<file path="src/rtl/gpio_pkg.sv">
// Package: shared register-address encoding for the GPIO port.
package gpio_pkg;
    // Register selected by the single bus address bit.
    typedef enum logic {
        ADDR_PORT = 1'b0,   // output latch on write, pin level on read
        ADDR_DIR  = 1'b1    // direction latch (1 = input)
    } gpio_addr_e;
endpackage

</file>
<file path="src/rtl/gpio_sync.sv">
// Module: gpio_sync
// Brings asynchronous pin levels into the clock domain through a chain of
// STAGES flops per bit. Assumes STAGES >= 2. The chain is deliberately not
// reset: it is flushed by the clock while reset is held, so reset must be
// held for at least STAGES cycles.
module gpio_sync #(
    parameter int WIDTH  = 8,
    parameter int STAGES = 2
) (
    input  logic             clk,
    input  logic             rst_n,
    input  logic [WIDTH-1:0] d_async,
    output logic [WIDTH-1:0] q_sync
);
    logic [STAGES-1:0][WIDTH-1:0] chain_q;

    // Shift the pin levels one stage deeper on every edge.
    always_ff @(posedge clk) begin
        chain_q[0] <= d_async;
        for (int s = 1; s < STAGES; s++) begin
            chain_q[s] <= chain_q[s-1];
        end
    end

    assign q_sync = chain_q[STAGES-1];

    generate
        if (STAGES == 2) begin : g_lat_chk
            AST_SYNC_LATENCY: assert property (@(posedge clk) disable iff (!rst_n)
                q_sync == $past(d_async, 2));
        end
    endgenerate
endmodule

</file>
<file path="src/rtl/gpio_regs.sv">
// Module: gpio_regs
// Holds the output latch and direction latch and serves bus reads.
// Assumes bus_wr and bus_rd are single-cycle strobes sampled on the rising
// edge. Read data is registered and valid one cycle after the strobe.
module gpio_regs
    import gpio_pkg::*;
#(
    parameter int WIDTH = 8
) (
    input  logic             clk,
    input  logic             rst_n,
    input  logic             bus_addr,
    input  logic             bus_wr,
    input  logic             bus_rd,
    input  logic [WIDTH-1:0] bus_wdata,
    input  logic [WIDTH-1:0] pin_sync,
    output logic [WIDTH-1:0] bus_rdata,
    output logic             bus_rvalid,
    output logic [WIDTH-1:0] out_q,
    output logic [WIDTH-1:0] dir_q
);
    logic wr_out_stb;
    logic wr_dir_stb;

    // Split the write enable into one strobe per latch.
    always_comb begin
        wr_out_stb = bus_wr && (gpio_addr_e'(bus_addr) == ADDR_PORT);
        wr_dir_stb = bus_wr && (gpio_addr_e'(bus_addr) == ADDR_DIR);
    end

    // Output latch: cleared on reset, loaded by its own strobe.
    always_ff @(posedge clk) begin
        if (!rst_n) begin
            out_q <= '0;
        end else if (wr_out_stb) begin
            out_q <= bus_wdata;
        end
    end

    // Direction latch: all inputs on reset, loaded by its own strobe.
    always_ff @(posedge clk) begin
        if (!rst_n) begin
            dir_q <= '1;
        end else if (wr_dir_stb) begin
            dir_q <= bus_wdata;
        end
    end

    // Registered read path: direction latch or synchronized pin level.
    always_ff @(posedge clk) begin
        if (!rst_n) begin
            bus_rvalid <= 1'b0;
            bus_rdata  <= '0;
        end else begin
            bus_rvalid <= bus_rd;
            if (bus_rd) begin
                bus_rdata <= (gpio_addr_e'(bus_addr) == ADDR_DIR) ? dir_q : pin_sync;
            end
        end
    end

    AST_RVALID_AFTER_RD: assert property (@(posedge clk) disable iff (!rst_n)
        bus_rd |=> bus_rvalid);
    AST_RVALID_ONLY_AFTER_RD: assert property (@(posedge clk) disable iff (!rst_n)
        !bus_rd |=> !bus_rvalid);
    AST_DIR_HOLD: assert property (@(posedge clk) disable iff (!rst_n)
        !(bus_wr && bus_addr) |=> $stable(dir_q));
    AST_OUT_HOLD: assert property (@(posedge clk) disable iff (!rst_n)
        !(bus_wr && !bus_addr) |=> $stable(out_q));
endmodule

</file>
<file path="src/rtl/gpio_pad_mux.sv">
// Module: gpio_pad_mux
// Per pin, chooses between port control and peripheral control of the
// driver. Purely combinational. A selected pin takes both value and enable
// from the peripheral. An unselected pin drives its latch bit when the
// direction bit is 0.
module gpio_pad_mux #(
    parameter int WIDTH = 8
) (
    input  logic [WIDTH-1:0] out_q,
    input  logic [WIDTH-1:0] dir_q,
    input  logic [WIDTH-1:0] periph_sel,
    input  logic [WIDTH-1:0] periph_dout,
    input  logic [WIDTH-1:0] periph_oe,
    output logic [WIDTH-1:0] pin_out,
    output logic [WIDTH-1:0] pin_oe
);
    generate
        for (genvar i = 0; i < WIDTH; i++) begin : g_pin
            // Route value and enable for one pin.
            always_comb begin
                if (periph_sel[i]) begin
                    pin_out[i] = periph_dout[i];
                    pin_oe[i]  = periph_oe[i];
                end else begin
                    pin_out[i] = out_q[i];
                    pin_oe[i]  = ~dir_q[i];
                end
            end
        end
    endgenerate
endmodule

</file>
<file path="src/rtl/gpio_port_ovr.sv">
// Module: gpio_port_ovr (top)
// Bidirectional GPIO port: register bank, pin synchronizer and per-pin
// peripheral override mux. Pin electrical behaviour is modelled as a
// driver enable plus a sampled input value.
module gpio_port_ovr #(
    parameter int WIDTH       = 8,
    parameter int SYNC_STAGES = 2
) (
    input  logic             clk,
    input  logic             rst_n,
    input  logic             bus_addr,
    input  logic             bus_wr,
    input  logic             bus_rd,
    input  logic [WIDTH-1:0] bus_wdata,
    output logic [WIDTH-1:0] bus_rdata,
    output logic             bus_rvalid,
    input  logic [WIDTH-1:0] periph_sel,
    input  logic [WIDTH-1:0] periph_dout,
    input  logic [WIDTH-1:0] periph_oe,
    input  logic [WIDTH-1:0] pin_in,
    output logic [WIDTH-1:0] pin_out,
    output logic [WIDTH-1:0] pin_oe,
    output logic [WIDTH-1:0] periph_din
);
    logic [WIDTH-1:0] pin_sync;
    logic [WIDTH-1:0] out_q;
    logic [WIDTH-1:0] dir_q;

    gpio_sync #(.WIDTH(WIDTH), .STAGES(SYNC_STAGES)) u_sync (
        .clk     (clk),
        .rst_n   (rst_n),
        .d_async (pin_in),
        .q_sync  (pin_sync)
    );

    gpio_regs #(.WIDTH(WIDTH)) u_regs (
        .clk        (clk),
        .rst_n      (rst_n),
        .bus_addr   (bus_addr),
        .bus_wr     (bus_wr),
        .bus_rd     (bus_rd),
        .bus_wdata  (bus_wdata),
        .pin_sync   (pin_sync),
        .bus_rdata  (bus_rdata),
        .bus_rvalid (bus_rvalid),
        .out_q      (out_q),
        .dir_q      (dir_q)
    );

    gpio_pad_mux #(.WIDTH(WIDTH)) u_mux (
        .out_q       (out_q),
        .dir_q       (dir_q),
        .periph_sel  (periph_sel),
        .periph_dout (periph_dout),
        .periph_oe   (periph_oe),
        .pin_out     (pin_out),
        .pin_oe      (pin_oe)
    );

    assign periph_din = pin_sync;

    AST_PORT_OWNS_DRIVER: assert property (@(posedge clk) disable iff (!rst_n)
        ((pin_oe ^ ~dir_q) & ~periph_sel) == '0);
    AST_PERIPH_OWNS_DRIVER: assert property (@(posedge clk) disable iff (!rst_n)
        (((pin_oe ^ periph_oe) | (pin_out ^ periph_dout)) & periph_sel) == '0);
    AST_RESET_DRIVERS_OFF: assert property (@(posedge clk) disable iff (!rst_n)
        $rose(rst_n) |-> ((pin_oe & ~periph_sel) == '0));
endmodule

</file>
<file path="config.mk">
export PLATFORM = sky130hd
export DESIGN_NAME = gpio_port_ovr
export DESIGN_NICKNAME = d
export VERILOG_FILES = /design/src/rtl/gpio_pkg.sv /design/src/rtl/gpio_sync.sv /design/src/rtl/gpio_regs.sv /design/src/rtl/gpio_pad_mux.sv /design/src/rtl/gpio_port_ovr.sv
export SDC_FILE = /design/constraint.sdc
export NUM_CORES = 1
export LEC_CHECK = 0
export BUFFER_PORTS_ARGS = -buffer_cell sky130_fd_sc_hd__buf_2
export CAP_MARGIN = 25
export CORE_MARGIN = 2
export CORE_UTILIZATION = 50
export CTS_BUF_LIST = sky130_fd_sc_hd__clkbuf_4
export DETAILED_ROUTE_END_ITERATION = 6
export HOLD_SLACK_MARGIN = 0.1
export PLACE_DENSITY = 0.87
export SYNTH_ARGS = -nofsm -noshare
export SYNTH_HDL_FRONTEND = slang
export SYNTH_SLANG_ARGS = --single-unit
</file>
<file path="constraint.sdc">
create_clock -name clk -period 1.2 [get_ports clk]
set_input_delay 0.24 -clock clk [delete_from_list [all_inputs] [get_ports clk]]
set_output_delay 0.24 -clock clk [all_outputs]
set_load 0.01 [all_outputs]
</file>
# After elaboration in Yosys (flattened, before gate mapping)
# Cells that the tools add are included.
[classes]
muxes = 17
n_bitwise = 9
reduce_logical = 2
[op_table]
columns = ["cell", "count"]
rows = [
  ["$mux 1", 16],
  ["$not 1->1", 9],
  ["$mux 8", 1],
  ["$logic_and 1x1->1", 2],
]
[word_totals]
register_bits = 41
in_bits = 45
output_inout_bits = 33
word_cells = 34

# Depth between registers and ports, before layout
[logic_depth]
depth_word = 2
ltp_mapped = 5
depth_no_buf = 3

# Cells and area by module
# Synthesis repeated with hierarchy kept, for this count alone.
[unflattened]
cells_unflattened = 157
area_unflattened_um2 = 1530.2
[modules_own_cells]
columns = ["module", "n_inst", "cells_each", "area_per_inst_um2", "seq_area_each_um2"]
rows = [
  ["gpio_regs", 1, 109, 959.7, 500.5],
  ["gpio_sync", 1, 24, 380.4, 320.3],
  ["gpio_pad_mux", 1, 24, 190.2, 0.0],
]

# Worst setup path before layout
# No wires, ideal clock.
[synth_path]
path_type = "input -> register"
start = "input bus_addr"
end = "register u_regs.dir_q[0]"
setup_time_ns = 0.124
arrival_time_ns = 0.729
required_ns = 1.076
path_slack_ns = 0.347
path_stages = 5
path_buffers = 2
path_cell_list = "buf_6 and2_4 buf_6 nand2_1 nand3_1"
[synth_via]
elab_chain_len = 1
[synth_lines]
columns = ["element", "line", "rtl"]
rows = [
  ["start, declared", "gpio_port_ovr.sv:11", "input logic bus_addr,"],
  ["$logic_and 1x1->1", "gpio_regs.sv:28", "wr_dir_stb = bus_wr && (gpio_addr_e'(bus_addr) == ADDR_DIR);"],
  ["end signal, assigned", "gpio_regs.sv:45", "dir_q <= bus_wdata;"],
  ["end, declared", "gpio_regs.sv:20", "output logic [WIDTH-1:0] dir_q"],
]
# No other way between the ends.
# A chain may end at the register's enable or synchronous reset.

# Worst setup path after layout
[layout_path]
start = "register u_regs.out_q[5]"
end = "output pin_out[5]"
[layout_via]
elab_chain_len = 1
[layout_lines]
columns = ["element", "line", "rtl"]
rows = [
  ["start, declared", "gpio_regs.sv:19", "output logic [WIDTH-1:0] out_q,"],
  ["start signal, assigned", "gpio_regs.sv:36", "out_q <= bus_wdata;"],
  ["$mux 1", "gpio_pad_mux.sv:21", "if (periph_sel[i]) begin"],
  ["end, declared", "gpio_port_ovr.sv:21", "output logic [WIDTH-1:0] pin_out,"],
]
# No other way between the ends.

==> qor.csv <==
metric,value,unit
status,"complete, but fails checks",
violated checks,"DRC, setup timing",
period utilization,109,%
"Cell Count, Final, Fillers Out",269,
first-pass GRT wire length,5350,µm
"Net Count, Synth",192,
ANT cells,0,
Worst-Skew Late Latency,0.34,ns
drt drc,6,
routed length per instance,12.7,µm
Final Hold Vio Count,0,
Final setup viols,8,
crit start category,register,
CTS max path bufs,2,
VDD IR max,869,µV
Comb power frac,16.5,%
Mapped Area,0.00151,mm²
Clock transition at path regs,0.11,ns
maxcap violations,0,
CTS tree,yes,
LEAKAGE,1.10,nW
DP Area,0.00184,mm²
Chip Height,58.9,µm
crit path capture type,output pin,
P_int,2.16,mW
Crit Path Max Fanout,2,
"wirelength, routed",3420,µm
number of H-tree levels,2,
worst rel slew slack,75.7,%
Tmin final,1.31,ns
reg2reg setup slack,0.38,ns
Clock Skew,0.00299,ns
cells after synthesis,147,
largest net degree at the start of global routing,26,
number of global-route vias before repair,1243,
via count,1304,
r2r endpoint,u_regs.bus_rdata[4]$_SDFFE_PN0P_,
post-placement cell count,243,
sw frac,23.4,%
Buffers on Ports,77,
Starting Density,53.7,%
share of layout cells above drive strength 1,50.8,%
Yosys Warn Count,0,
Pwr Total,2.82,mW
DR vias/cell,4.85,
Iteration-0 DRC Markers,26,
clock sink count,41,
RSZ-0062 raised after global routing,yes,
last element of the critical path,pin_out[5],
Placer Congestion,0.778,
Layout area overhead,42.8,%
Clock power frac,30.9,%
crit path kind,reg2out,
Syn Area/Cell,10.3,µm²
DIE AREA,0.00347,mm²
Hold Crit Class,in2reg,
sequential cell area fraction in the yosys report,54.4,%
CP Data Required Time,0.96,ns
Worst Setup SP,u_regs.out_q[5]$_SDFFE_PN0P_,
Max Clk Rate,765,MHz
Final Max Tran Viols,0,
Ports,78,
fin nets,282,
Core ar.,0.00281,mm²
Root Driver,clkbuf_4,
die width,58.9,µm
R2R depth,3,
pwr dens,1310,mW/mm²
final core occ,76.8,%
initial antenna violation count,0,
Cell variety after synth,14,
row count,19,
#FFs+latches synth,41,
reg-to-reg startpoint,u_regs.dir_q[4]$_SDFFE_PN1P_,
crit path DAT,1.07,ns
hpwl dp,2320,µm
measured slew at the worst slew-check pin,0.364,ns
GRT overflow,0,
DR pass1 iterations,6,
P_sw,0.661,mW
DRT antenna net count,0,
Tot GR Track Use,21.0,%
worst setup margin,-0.108,ns
Reg power frac,52.6,%
design area,0.00215,mm²
total CTS buffers,5,
synth_stat cells, drive strengths merged:
| library cell | count | area [µm²] |
|---|---|---|
| dfxtp | 41 | 821 |
| nand2 | 25 | 93.8 |
| mux2i | 16 | 160 |
| o21ai | 16 | 80.1 |
| buf | 14 | 111 |
| a21oi | 8 | 40.0 |
| mux2 | 8 | 90.1 |
| nand3 | 8 | 40.0 |
| nor2b | 8 | 50.1 |
| and2 | 2 | 15.0 |
| nand2b | 1 | 6.26 |
critical path, stage by stage (launching register included):
cell	delay, ns
dfxtp_2	0.34
mux2_4	0.27
buf_6	0.12
cell families (layout without fill, tap and decap cells):
kind of cell           count (synthesis)  after routing  share of synthesized area (%)
muxes                                 24             24                           16.6
buffers and inverters                 14            105                           7.39
and+or+nand+nor                       44             44                           13.6
DFF                                   41             41                           54.4
AOI/OAI and AO/OA                     24             24                           7.97
timing repair:
action / 4_1_cts / 5_1_grt
pin swaps: 0 / 7
endpoints found under the setup margin: 16 / 16
setup buffers: 9 / 0
hold buffers: 8 / 1
hold endpoints to repair: 8 / 1
gates resized for setup: 20 / 14
state kept, by name (all words and copies together) (netlist names):
name / count
u_regs.dir_q: 8
u_regs.bus_rdata: 8
u_sync.chain_q: 8
u_sync.q_sync: 8
u_regs.out_q: 8
u_regs.bus_rvalid: 1
final cells by class:
type                    instances  area, µm²
clock buffers                   6       45.0
clock inverters                 2       33.8
fillers                       189        652
multi-input cells              92        587
flip-flops and latches         41        841
well taps                      31       38.8
repair buffers                 97        608
routing by layer:
metal  up-vias  track usage, %  part of all wire, %
met5         -               0                    0
met4         0            7.47                  1.3
met3         7            7.25                  6.5
met2        45            35.9                   52
met1       584            24.2                   41
li1        668               -                    -
per-stage QoR:
stage               setup TNS [ns]  hold WS (ns)  worst slack, ns
detailed placement               0         0.315            0.131
floorplan                        0         0.268            0.347
global placement                 0         0.310            0.169
finish                      -0.782         0.120           -0.108
global route                 -1.36         0.106           -0.163
CTS                         -0.920         0.101           -0.126
power by group through the flow:
stage | Clock, mW | Sequential (mW) | Combinational (mW)
after CTS | 0.893 | 1.48 | 0.441
after floorplan | 0 | 1.52 | 0.211
after detailed placement | 0 | 1.52 | 0.369
after global routing | 0.959 | 1.50 | 0.511
after global placement | 0 | 1.52 | 0.357
final | 0.872 | 1.49 | 0.466
worst min path at each step:
stage / cells after the start / endpoint / startpoint / slack, ns
6_report: 3 / u_regs.dir_q[7]$_SDFFE_PN1P_ / bus_wdata[7] / 0.12
3_5_place_dp: 0 / u_sync.q_sync[4]$_DFF_P_ / u_sync.chain_q[4]$_DFF_P_ / 0.31
3_3_place_gp: 0 / u_sync.q_sync[4]$_DFF_P_ / u_sync.chain_q[4]$_DFF_P_ / 0.31
5_1_grt: 3 / u_regs.dir_q[7]$_SDFFE_PN1P_ / bus_wdata[7] / 0.11
2_1_floorplan: 0 / u_sync.chain_q[0]$_DFF_P_ / pin_in[0] / 0.27
4_1_cts: 3 / u_regs.dir_q[7]$_SDFFE_PN1P_ / bus_wdata[7] / 0.10
cells in the final DEF, fill, tap and decap left out, drive strengths merged, types with 2 or more instances in the layout:
| cell | netlist | final |
|---|---|---|
| mux2 | 8 | 8 |
| and2 | 2 | 2 |
| nand2 | 25 | 25 |
| nand3 | 8 | 8 |
| dfxtp | 41 | 41 |
| nor2b | 8 | 8 |
| clkbuf | 0 | 6 |
| o21ai | 16 | 16 |
| mux2i | 16 | 16 |
| dlygate4sd3 | 0 | 9 |
| a21oi | 8 | 8 |
| buf | 14 | 88 |
(Power assumes the default switching activity.)
